<file path="config.mk">
export PLATFORM = sky130hd
export DESIGN_NAME = uart_tx_phase
export DESIGN_NICKNAME = d
export VERILOG_FILES = /design/src/rtl/uart_tx_phase.sv
export SDC_FILE = /design/constraint.sdc
export NUM_CORES = 1
export LEC_CHECK = 0
export BUFFER_PORTS_ARGS = -buffer_cell sky130_fd_sc_hd__buf_2
export CAP_MARGIN = 10
export CORE_UTILIZATION = 40
export CTS_CLUSTER_SIZE = 12
export DETAILED_ROUTE_END_ITERATION = 12
export PLACE_DENSITY = 0.71
export SETUP_SLACK_MARGIN = 0.2
export SLEW_MARGIN = 25
export SYNTH_ARGS = -nofsm -noshare
export SYNTH_HDL_FRONTEND = slang
export SYNTH_SLANG_ARGS = --single-unit
</file>
<file path="constraint.sdc">
create_clock -name clk -period 4.4 [get_ports clk]
set_input_delay 0.22 -clock clk [delete_from_list [all_inputs] [get_ports clk]]
set_output_delay 0.22 -clock clk [all_outputs]
set_load 0.02 [all_outputs]
</file>
<file path="src/rtl/uart_tx_phase.sv">
module uart_tx_phase #(
  parameter int ACC_W  = 20,
  parameter int DATA_W = 8
) (
  input  logic              clk,
  input  logic              rst,
  input  logic [ACC_W-1:0]  inc_i,
  input  logic [DATA_W-1:0] data_i,
  input  logic              valid_i,
  output logic              ready_o,
  output logic              txd_o
);

  localparam int FRAME_W = DATA_W + 3;
  localparam int CNT_W   = $clog2(DATA_W + 2) + 1;
  localparam logic [CNT_W-1:0] CNT_TOP = CNT_W'(DATA_W + 1);

  logic [ACC_W-1:0]   acc_q;
  logic               msb_q;
  logic [CNT_W-1:0]   cnt_q;
  logic               idle_q;
  logic               pend_q;
  logic [DATA_W-1:0]  hold_q;
  logic [FRAME_W-1:0] sr_q;

  logic tick, frame_end, load, accept;

  assign tick      = acc_q[ACC_W-1] & ~msb_q;
  assign frame_end = idle_q | cnt_q[CNT_W-1];
  assign load      = tick & frame_end & pend_q;
  assign ready_o   = ~pend_q & frame_end;
  assign accept    = valid_i & ready_o;
  assign txd_o     = sr_q[0];

  always_ff @(posedge clk) begin
    if (rst) begin
      acc_q  <= '0;
      msb_q  <= 1'b0;
      cnt_q  <= '1;
      idle_q <= 1'b1;
      pend_q <= 1'b0;
      hold_q <= '0;
      sr_q   <= '1;
    end else begin
      acc_q <= acc_q + inc_i;
      msb_q <= acc_q[ACC_W-1];
      if (accept) begin
        hold_q <= data_i;
        pend_q <= 1'b1;
      end
      if (tick) begin
        if (frame_end) begin
          if (pend_q) begin
            sr_q   <= {2'b11, hold_q, 1'b0};
            cnt_q  <= CNT_TOP;
            idle_q <= 1'b0;
            pend_q <= 1'b0;
          end else begin
            idle_q <= 1'b1;
          end
        end else begin
          sr_q  <= {1'b1, sr_q[FRAME_W-1:1]};
          cnt_q <= cnt_q - CNT_W'(1);
        end
      end
    end
  end

  assert_line_hold_R5: assert property (@(posedge clk) disable iff (rst)
    !tick |=> ($stable(txd_o) && $stable(cnt_q)))
    else $error("line or count moved without a baud tick");

  assert_idle_high_R5: assert property (@(posedge clk) disable iff (rst)
    idle_q |-> txd_o)
    else $error("line low while idle");

  assert_start_bit_R2: assert property (@(posedge clk) disable iff (rst)
    load |=> (!txd_o && cnt_q == CNT_TOP))
    else $error("frame load did not put start bit on line");

  assert_ready_drop_R4: assert property (@(posedge clk) disable iff (rst)
    accept |=> !ready_o)
    else $error("ready stayed high after accept");

  assert_last_stop_R6: assert property (@(posedge clk) disable iff (rst)
    $rose(cnt_q[CNT_W-1]) |-> (ready_o && txd_o))
    else $error("final stop bit without ready or high line");

endmodule

</file>
Word-level counts from Yosys, hierarchy flattened
Cells that the tools add are included.
- bits in registers: 47
- latch bits: 0
- memory bits (writable): 0
- ROM bits: 0
- input port bits: 31
- memories kept: 0
- $add $sub $neg: 2
- multipliers: 0
- divide/modulo/power cells: 0
- magnitude comparators: 0
- equal/unequal tests: 1
- shift operators: 0
- multiplexer cells: 9
- bitwise gates (word level): 6
- reductions and logical operators: 2
- operators with widths (cell ; number):
    $mux 11 ; 2
    $add 20x20->20 ; 1
    $mux 5 ; 2
    $mux 1 ; 5
    $sub 5x1->5 const B ; 1
    $reduce_and 2->1 ; 2
    $and 1x1->1 ; 3
    $ne 2x2->1 const B ; 1
    $not 1->1 ; 2
    $or 1x1->1 ; 1

Longest topological paths before layout
Gate-level depths: netlist of run 1.
- word-level depth: 7
- gate-level depth with buffers: 7

Least setup slack after synthesis of run 1
OpenSTA, ideal clock, no wires.
- path type: register to register
- start: register acc_q[0]
- end: register acc_q[18]
- library setup time: 0.123 ns
- data arrival time: 2.064 ns
- setup slack: 2.213 ns
- stages on the path, launching flop included: 8
- path buffers: 0
- period minus slack after synthesis: 2.187 ns
- cell sequence: dfxtp_1 ha_1 fa_1 a211o_1 a211oi_2 o21ai_2 a211oi_2 mux2_1
- cells in the longest elaborated chain, start to end: 1
- RTL lines (element ; RTL line ; source):
    start, declared ; 18 ; logic [ACC_W-1:0] acc_q;
    start signal, assigned ; 45 ; acc_q <= acc_q + inc_i;
    $add 20x20->20 ; 45 ;
Every way passes these cells.
A chain may end at the register's enable or synchronous reset.

Worst setup path in the final report of run 1
Same ends and word-level chain as after synthesis.

==> results.ini, run 1 <==
[run_status]
status = finished clean

[clock_network]
clk_pin_slew_worst_paths_ns = 0.08
cts_tree = yes
cts.sinks = 45
cts_max_level = 2
numCtsBuffers = 5
holdBufCountCts = 0
cts_root_buf = clkbuf_8
cts_setup_buffers = 0
clockBufferDepth = 2
post_cts_resized = 0
insertion_delay_ns = 0.30

[cells_and_area]
layout_commonest_cell = dfxtp_1
diodes = 0
fin_cells = 390
final_util_pct = 47.3
syn_to_final_growth_pct = 11.5
fin_nets = 366
final_cell_mix = dfxtp_1 (45), nor2_1 (34), buf_2 (32)
n_fill_cell = 611
drive_gt1_share_pct = 17.1

[power]
powerDensity_nw_per_um2 = 559
ir_drop_mv = 0.331
power.total_mw = 1.59
leakagePower_nw = 1.26

[logic_synthesis]
ys.flop_type = dfxtp_1
ys_seq_elements = 45
synth_nets = 340
synth_area_leaders = dfxtp_1 (35%), ha_1 (9.8%), nor2_1 (5.0%)
async_flop_share_pct = 0
syn_inst = 288
syn_area_per_cell_um2 = 8.88
synth_top_area_share_pct = 35.2
synth_area_um2 = 2560
yosys.area.top_type = dfxtp_1
synth-seq-area-share_pct = 35.2
ys_types = 46
yosys_warnings = 0
synth_edf_count = 0

[detailed_routing]
totalWireLength_um = 5090
wl_per_cell_um = 13.0
drt-initial-drc-count = 108
via_count = 2117
ant_nets = 0
drc = 0
vias_per_cell = 5.43
first_pass_iters = 4

[grt]
gr-total-overflow = 0
grt_max_degree = 55
antenna_found_initial = 0
grt_pass1_vias = 1964
track_usage_pct = 16.3
grt_pass1_wl_um = 8460
top_usage_layer = met2
groute.layer.met3.usage_pct = 3.33
use_met1_pct = 20.0
met2_usage_pct = 27.6

[setup_path]
cpPeakStageDelay_ns = 0.43
cp_slowest_cell = fa_1
critical_path_class = reg -> reg
start_kind = flop
cp_cell_sequence = ha_1, fa_1, a211o_1, a211oi_2, o21ai_2, a211oi_2, mux2_1
rrSetupSlack_ns = 2.04
cp_top_family = compound AO/OA/AOI/OAI gates
critPathBufInv = 0
cp-end-kind = flop
path_common_cell = a211oi_2
worstPathMaxFanout = 4
worstPathRequired_ns = 4.58
cp.arrival_ns = 2.55

[floorplan]
start_util_pct = 42.4
die-area_um2 = 6710
coreArea_um2 = 6030
die_x_um = 81.9
die_h_um = 81.9
rows = 28
io_pins = 33

[sta]
final.period_utilization_pct = 53.7
worst_clock_skew_ns = 0.00878
min_period_ns = 2.36
hold_violations = 0
setup_violations = 0
rsz0062_at_grt = no
tightest_slew_ns = 0.956
relSlewSlack_pct = 36.1
fin_ws_ns = 2.04
fmax_ghz = 0.423
finalSetupTns_ns = 0
maxSlewViolCount = 0

[min_path]
hold_path_class = in -> reg

[place]
io_buffers = 32
hpwl_um = 3720
routabilityCongestion = 0.813
pre_cts_slack_ns = 2.00
placed_cells = 382

[flow_run]
max-cap-violations = 0

metal layers:
metal	vias to the layer above	part of all wire (%)
met5	-	0
met4	0	1.4
met3	8	3.0
met2	35	48
met1	991	48
li1	1083	-
tightest hold or removal path: stages:
cell     delay (ns)
buf_2          0.08
mux2i_1        0.05
nor2_1         0.07
cell type report:
class | count | area (um2) | area share (%)
clock buffer | 6 | 72.6 | 2.55
clock inverter | 2 | 15.0 | 0.527
inverter | 4 | 15.0 | 0.527
multi-input combinational | 224 | 1580 | 55.4
sequential | 45 | 901 | 31.6
tap | 75 | 93.8 | 3.29
timing repair buffer | 34 | 175 | 6.15
path summary, 6_finish.rpt:
path,to,startpoint,cells past startpoint
worst max-delay path,acc_q[18]$_SDFF_PP0_,acc_q[0]$_SDFF_PP0_,7
worst min-delay path,hold_q[6]$_SDFFE_PP0P_,data_i[6],3
worst min register to register,sr_q[0]$_SDFFE_PP1P_,sr_q[0]$_SDFFE_PP1P_,2
worst max register to register,acc_q[18]$_SDFF_PP0_,acc_q[0]$_SDFF_PP0_,7
through the flow:
| stage | cell area (um2) | hold WS (ns) |
|---|---|---|
| after detailed placement | 2760 | 0.445 |
| after floorplan | 2560 | 0.367 |
| final | 2850 | 0.152 |
| after global placement | 2760 | 0.444 |
| after CTS | 2850 | 0.147 |
| after global routing | 2850 | 0.144 |
report_power, final:
part | total, mW | switching, mW | internal, mW
clock network | 0.260 | 0.147 | 0.112
registers | 0.558 | 0.0449 | 0.513
logic | 0.775 | 0.421 | 0.354
synth_stat cells (all sizes together), types with 3 or more instances:
master and instances:
dfxtp 45, nor2 35, a21oi 23, ha 20, o21ai 19, nand2 18
nor2b 16, a211o 10, clkbuf 10, mux2 9, mux2i 9, a21o 8
xnor2 6, a211oi 5, a31oi 5, buf 5, inv 4, xor2 4
nand3 3, nor3 3, nor3b 3, o211ai 3, o21a 3, o21bai 3
flip-flops by register name (all words and copies together), names as in the netlist:
signal,count
pend_q,1
idle_q,1
acc_q,20
msb_q,1
cnt_q,5
hold_q,8
sr_q,9
logic make-up (layout without fill, tap and decap cells):
| logic type | after synthesis | count (layout) | synth area share [%] |
|---|---|---|---|
| compound gates | 87 | 87 | 23.3 |
| xor+xnor | 10 | 10 | 3.43 |
| fa+ha+maj | 21 | 21 | 10.6 |
| buf+inv | 19 | 46 | 3.03 |
| flops | 45 | 45 | 35.2 |
| mux | 18 | 18 | 7.49 |
| simple gates | 88 | 88 | 16.9 |
No activity file was read; power rests on OpenSTA's default activity.
==> run 2: changes to the inputs <==
Settings changed: ABC_AREA set to 1.
Clock period 4.4 ns to 2.3 ns, I/O delays scaled along.
==> run 2 against run 1 <==
Net effect: worst setup slack lost 1.5 ns; clock power rose by 110%; area after synthesis is 4.6% higher; largest cell class unchanged; register-to-register slack worse by 1.5 ns; sequential share of layout area decreased by 1.6 points; highest routed layer unchanged; die area increased by 4.5%.
==> results.ini, run 2 <==
[logic_synthesis]
synth-seq-area-share_pct = 33.7  ; -1.6 points
ys_types = 30  ; -35%
syn_area_per_cell_um2 = 6.94  ; -22%
yosys-top-cells-count = nand2_1 (102), inv_1 (49), dfxtp_1 (45), a21oi_1 (38), nor2_1 (32)
async_flop_share_pct = 0  ; unchanged
synth_area_um2 = 2670  ; +4.6%
ys.flop_type = dfxtp_1
synth_area_leaders = dfxtp_1 (34%), nand2_1 (14%), ha_1 (9.4%)
ys_seq_elements = 45  ; unchanged
syn_inst = 385  ; +34%
yosys_warnings = 0  ; unchanged
synth.most_common_cell = nand2_1
synth_edf_count = 0  ; unchanged
yosys.area.top_type = dfxtp_1
synth_top_area_share_pct = 33.7  ; -1.6 points
synth_nets = 437  ; +29%

[cells_and_area]
syn_to_final_growth_pct = 12.4
diodes = 0  ; unchanged
top_register = acc_q
fin_cells = 497  ; +27%
n_fill_cell = 660  ; +8.0%
drive_gt1_share_pct = 16.4  ; -0.71 points
fin_nets = 471  ; +29%
final_cell_mix = nand2_1 (102), inv_1 (49), dfxtp_1 (45)
layout_commonest_cell = nand2_1
largestRegisters = acc_q: 20 flops, sr_q: 9 flops, hold_q: 8 flops
largest_reg_flops = 20  ; unchanged
final_util_pct = 47.1  ; -0.24 points

[clock_network]
post_cts_resized = 0  ; unchanged
insertion_delay_ns = 0.30  ; about the same
cts_max_level = 2  ; unchanged
numCtsBuffers = 5  ; unchanged
cts_tree = yes
clockBufferDepth = 2  ; unchanged
clk_pin_slew_worst_paths_ns = 0.09  ; about the same
cts.sinks = 45  ; unchanged
cts_setup_buffers = 0  ; unchanged
holdBufCountCts = 0  ; unchanged
cts_root_buf = clkbuf_8

[floorplan]
coreArea_um2 = 6390  ; +6.0%
rows = 29  ; +3.6%
io_pins = 33  ; unchanged
die_x_um = 83.8  ; +2.2%
die-area_um2 = 7020  ; +4.5%
die_h_um = 83.8  ; +2.2%
start_util_pct = 41.9  ; -0.55 points

[sta]
rsz0062_at_grt = no
maxSlewViolCount = 0  ; unchanged
final.period_utilization_pct = 77.4  ; +24 points
min_period_ns = 1.78  ; -0.584 ns
relSlewSlack_pct = 68.3  ; +32 points
setup_violations = 0  ; unchanged
hold_violations = 0  ; unchanged
finalSetupTns_ns = 0  ; unchanged
tightest_slew_ns = 0.474  ; -0.482 ns
fmax_ghz = 0.561  ; +33%
worst_clock_skew_ns = 0.00943  ; +0.000649 ns
fin_ws_ns = 0.519  ; -1.52 ns

[place]
hpwl_um = 4240  ; +14%
pre_cts_slack_ns = 0.551  ; -1.45 ns
placed_cells = 489  ; +28%
io_buffers = 32  ; unchanged
routabilityCongestion = 0.866  ; +6.5%

[detailed_routing]
drc = 0  ; unchanged
vias_per_cell = 4.95  ; -8.8%
ant_nets = 0  ; unchanged
first_pass_iters = 4  ; unchanged
drt-initial-drc-count = 117  ; +8.3%
via_count = 2461  ; +16%
wl_per_cell_um = 11.2  ; -14%
totalWireLength_um = 5560  ; +9.3%

[grt]
track_usage_pct = 16.7  ; +0.43 points
grt_pass1_vias = 2294  ; +17%
gr-total-overflow = 0  ; unchanged
grt_pass1_wl_um = 9650  ; +14%
antenna_found_initial = 0  ; unchanged
grt_max_degree = 20  ; -64%

[setup_path]
worstPathMaxFanout = 4  ; unchanged
worstPathRequired_ns = 2.54  ; -2.04 ns
rrSetupSlack_ns = 0.52  ; -1.52 ns
cp-endpoint = acc_q[12]$_SDFF_PP0_
reg2regPathDepth = 13  ; +6
rr_endpoint = acc_q[12]$_SDFF_PP0_
critical_path_class = reg -> reg
start_kind = flop
cp.arrival_ns = 2.03  ; -0.52 ns
critPathLaunch = acc_q[0]$_SDFF_PP0_
r2r_start = acc_q[0]$_SDFF_PP0_
cp-end-kind = flop

[power]
ir_drop_mv = 0.456  ; +38%
powerDensity_nw_per_um2 = 935  ; +67%
leakagePower_nw = 1.58  ; +25%

[flow_run]
max-cap-violations = 0  ; unchanged

[run_status]
status = finished clean

[min_path]
hold_path_class = in -> reg

[run 2: kinds of logic after synthesis]
kind of cell               count (synthesis)  synth area share (%)
AOI/OAI and AO/OA                         78                  16.2
xor gates and xnor gates                   3                 0.983
adders and majority gates                 21                  10.1
buffers and inverters                     58                  8.66
DFF                                       45                  33.7
and+or+nand+nor                          180                  30.3
[run 2: per-stage QoR]
step / total power [mW] / hold WS [ns] / instance area [um2]
2_1_floorplan: 2.00 / 0.184 / 2670
3_5_place_dp: 2.26 / 0.395 / 2910
3_3_place_gp: 2.24 / 0.393 / 2910
4_1_cts: 2.81 / 0.0646 / 3010
5_1_grt: 3.06 / 0.0724 / 3010
6_report: 2.81 / 0.0720 / 3010
[run 2: how the worst min path moves through the flow]
stage,startpoint,endpoint,cells after the start
after global placement,data_i[0],hold_q[0]$_SDFFE_PP0P_,3
final,data_i[7],hold_q[7]$_SDFFE_PP0P_,3
after floorplan,rst,hold_q[7]$_SDFFE_PP0P_,1
after CTS,data_i[7],hold_q[7]$_SDFFE_PP0P_,3
after global routing,data_i[7],hold_q[7]$_SDFFE_PP0P_,3
after detailed placement,data_i[7],hold_q[7]$_SDFFE_PP0P_,3
[run 2: metal layers]
layer | track usage, % | up-vias | share of wire (%)
li1 | - | 1322 | -
met1 | 20.4 | 1062 | 48
met2 | 29.3 | 70 | 46
met3 | 3.26 | 7 | 4.5
met4 | 5.55 | 0 | 1.2
met5 | 0 | - | 0
[run 2: final cells by class]
cell class                 instances  area, um2  area share, %
multi-input combinational        282       1540           51.3
sequential                        45        901           30.0
tap                               77       96.3           3.21
timing repair buffer              34        175           5.83
inverter                          51        191           6.37
clock buffer                       6       82.6           2.75
clock inverter                     2       17.5          0.583
[run 2: worst max-delay path, stage by stage, from the launching register on]
cell and delay (ns):
dfxtp_1 0.31, ha_1 0.20, fa_1 0.44, nand2_1 0.09, inv_1 0.05, nand2_1 0.07, nand3_2 0.08, nand2_1 0.07
nand2_1 0.09, nand2_1 0.07, nand2_1 0.06, nand2_1 0.06, nand2_1 0.05, nor2_1 0.09
[run 2: power breakdown]
group	internal (mW)	switching, mW	total (mW)
logic	0.447	0.802	1.25
registers	0.947	0.0674	1.01
clock network	0.250	0.296	0.546
total	1.64	1.17	2.81
==> run 3: changes to the inputs <==
Settings changed: PLACE_DENSITY 0.71 to 0.73.
Clock period 2.3 ns to 1.45 ns, I/O delays scaled along.
==> run 3 against run 2 <==
Net effect: clock skew fell by 0.0029 ns; largest cell class unchanged; worst hold slack worse by 0.052 ns; worst setup slack worse by 0.68 ns; the run now ends with negative setup slack left; critical path type unchanged; sequential share of layout area fell by 4.5 points.
==> results.ini, run 3 (synthesis gave the netlist of run 2 again) <==
[run_status]
violations = negative setup slack
status = finished, violations left

[cells_and_area]
top_register = acc_q
largestRegisters = acc_q: 20 flops, sr_q: 9 flops, hold_q: 8 flops
layout_commonest_cell = nand2_1
fin_nets = 491  ; +4.2%
fin_cells = 517  ; +4.0%
diodes = 0  ; unchanged
drive_gt1_share_pct = 35.5  ; +19 points
final_util_pct = 55.9  ; +8.8 points
largest_reg_flops = 20  ; unchanged
final_area_um2 = 3570  ; +19%
syn_to_final_growth_pct = 33.5
final_cell_mix = nand2_1 (80), inv_1 (43), dfxtp_1 (38)

[clock_network]
cts_tree = yes
numCtsBuffers = 5  ; unchanged
cts_max_level = 2  ; unchanged
cts_root_buf = clkbuf_8
clk_pin_slew_worst_paths_ns = 0.09  ; about the same
holdBufCountCts = 0  ; unchanged
insertion_delay_ns = 0.31  ; about the same
clockBufferDepth = 2  ; unchanged
cts.sinks = 45  ; unchanged

[sta]
min_period_ns = 1.61  ; -0.174 ns
worst_clock_skew_ns = 0.00651  ; -0.00292 ns
final.period_utilization_pct = 111  ; +33 points
tightest_slew_ns = 0.312  ; -0.162 ns
finalSetupTns_ns = -0.775  ; -0.775 ns
rsz0062_at_grt = yes
relSlewSlack_pct = 79.0  ; +11 points
holdWs_ns = 0.0196  ; -0.0524 ns
fmax_ghz = 0.622  ; +11%
fin_ws_ns = -0.157  ; -0.676 ns
maxSlewViolCount = 0  ; unchanged
hold_violations = 0  ; unchanged
setup_violations = 9  ; +9

[setup_path]
critPathLaunch = acc_q[0]$_SDFF_PP0_
r2r_start = acc_q[0]$_SDFF_PP0_
cp.arrival_ns = 1.81  ; -0.22 ns
rrSetupSlack_ns = -0.16  ; -0.68 ns
rr_endpoint = acc_q[8]$_SDFF_PP0_
cp-end-kind = flop
start_kind = flop
worstPathRequired_ns = 1.66  ; -0.88 ns
reg2regPathDepth = 11  ; -2
worstPathMaxFanout = 3  ; -1
critical_path_class = reg -> reg

[power]
clockPowerShare_pct = 18.7  ; -0.7 points
p_sw_mw = 2.21  ; +90%
p_int_mw = 3.24  ; +97%
pwr-share-seq_pct = 31.1  ; -5.0 points
swShare_pct = 40.6  ; -0.93 points
power.total_mw = 5.45  ; +94%
p_comb_share_pct = 50.2  ; +5.7 points
ir_drop_mv = 0.960  ; +110%
powerDensity_nw_per_um2 = 1530  ; +63%
leakagePower_nw = 1.72  ; +8.8%

[floorplan]
die-area_um2 = 7020  ; unchanged
die_h_um = 83.8  ; unchanged
die_x_um = 83.8  ; unchanged
io_pins = 33  ; unchanged
coreArea_um2 = 6390  ; unchanged
rows = 29  ; unchanged
start_util_pct = 41.9  ; unchanged

[place]
placed_area_um2 = 3240  ; +11%
hpwl_um = 4620  ; +9.1%
io_buffers = 32  ; unchanged
placed_cells = 497  ; +1.6%
routabilityCongestion = 0.876  ; +1.1%
pre_cts_slack_ns = -0.112  ; -0.663 ns

[min_path]
min_from = data_i[7]
hold_depth = 3  ; unchanged
hold_path_end = hold_q[7]$_SDFFE_PP0P_
hold_path_class = in -> reg

[detailed_routing]
ant_nets = 0  ; unchanged
drt-initial-drc-count = 81  ; -31%
via_count = 2604  ; +5.8%
drc = 0  ; unchanged
vias_per_cell = 5.04  ; +1.7%
totalWireLength_um = 6290  ; +13%
first_pass_iters = 5  ; +1
wl_per_cell_um = 12.2  ; +8.7%

[grt]
grt_pass1_vias = 2345  ; +2.2%
track_usage_pct = 18.4  ; +1.7 points
grt_max_degree = 31  ; +55%
gr-total-overflow = 0  ; unchanged
grt_pass1_wl_um = 10400  ; +7.9%
antenna_found_initial = 0  ; unchanged

[flow_run]
max-cap-violations = 0  ; unchanged

==> run 3: final cells by class <==
cell class | instances | area, um2
Clock inverter | 3 | 50.0
Fill cell | 582 | 2820
Inverter | 51 | 194
Clock buffer | 5 | 68.8
Timing Repair Buffer | 54 | 333
Sequential cell | 45 | 910
Tap cell | 77 | 96.3
Multi-Input combinational cell | 282 | 1920
==> run 3: power by group through the flow <==
stage | Clock [mW] | Sequential, mW | Combinational (mW)
6_report | 1.02 | 1.69 | 2.73
5_1_grt | 1.11 | 1.72 | 3.04
4_1_cts | 1.05 | 1.69 | 2.55
3_5_place_dp | 0 | 1.71 | 2.41
3_3_place_gp | 0 | 1.70 | 2.36
2_1_floorplan | 0 | 1.69 | 1.89
==> run 3: metal layers <==
metal,up-vias,part of all wire (%),track usage (%)
met1,1182,45,22.0
met2,41,51,32.7
met4,0,1.7,6.78
met5,-,0,0
met3,10,2.7,3.26
li1,1371,-,-
==> run 3: repair_timing <==
action	CTS	global route
buffers inserted	3	9
pin swaps	6	8
resized for setup	20	26
endpoints found under the setup margin	18	27
==> run 3: worst max-delay path, cell delays in order, from the launching register on <==
cell     delay (ns)
dfxtp_2        0.33
ha_4           0.15
fa_2           0.35
nand2_2        0.07
inv_2          0.04
nand2_2        0.05
nand3_2        0.07
nand2_2        0.08
nand2_4        0.06
buf_4          0.15
o21ai_2        0.10
a21oi_1        0.06
==> run 3: worst max-delay path by stage <==
stage	endpoint	cells after the start
final	acc_q[8]$_SDFF_PP0_	11
after detailed placement	acc_q[16]$_SDFF_PP0_	12
after CTS	acc_q[16]$_SDFF_PP0_	12
after global placement	acc_q[14]$_SDFF_PP0_	9
after global routing	acc_q[12]$_SDFF_PP0_	13
after floorplan	acc_q[16]$_SDFF_PP0_	12
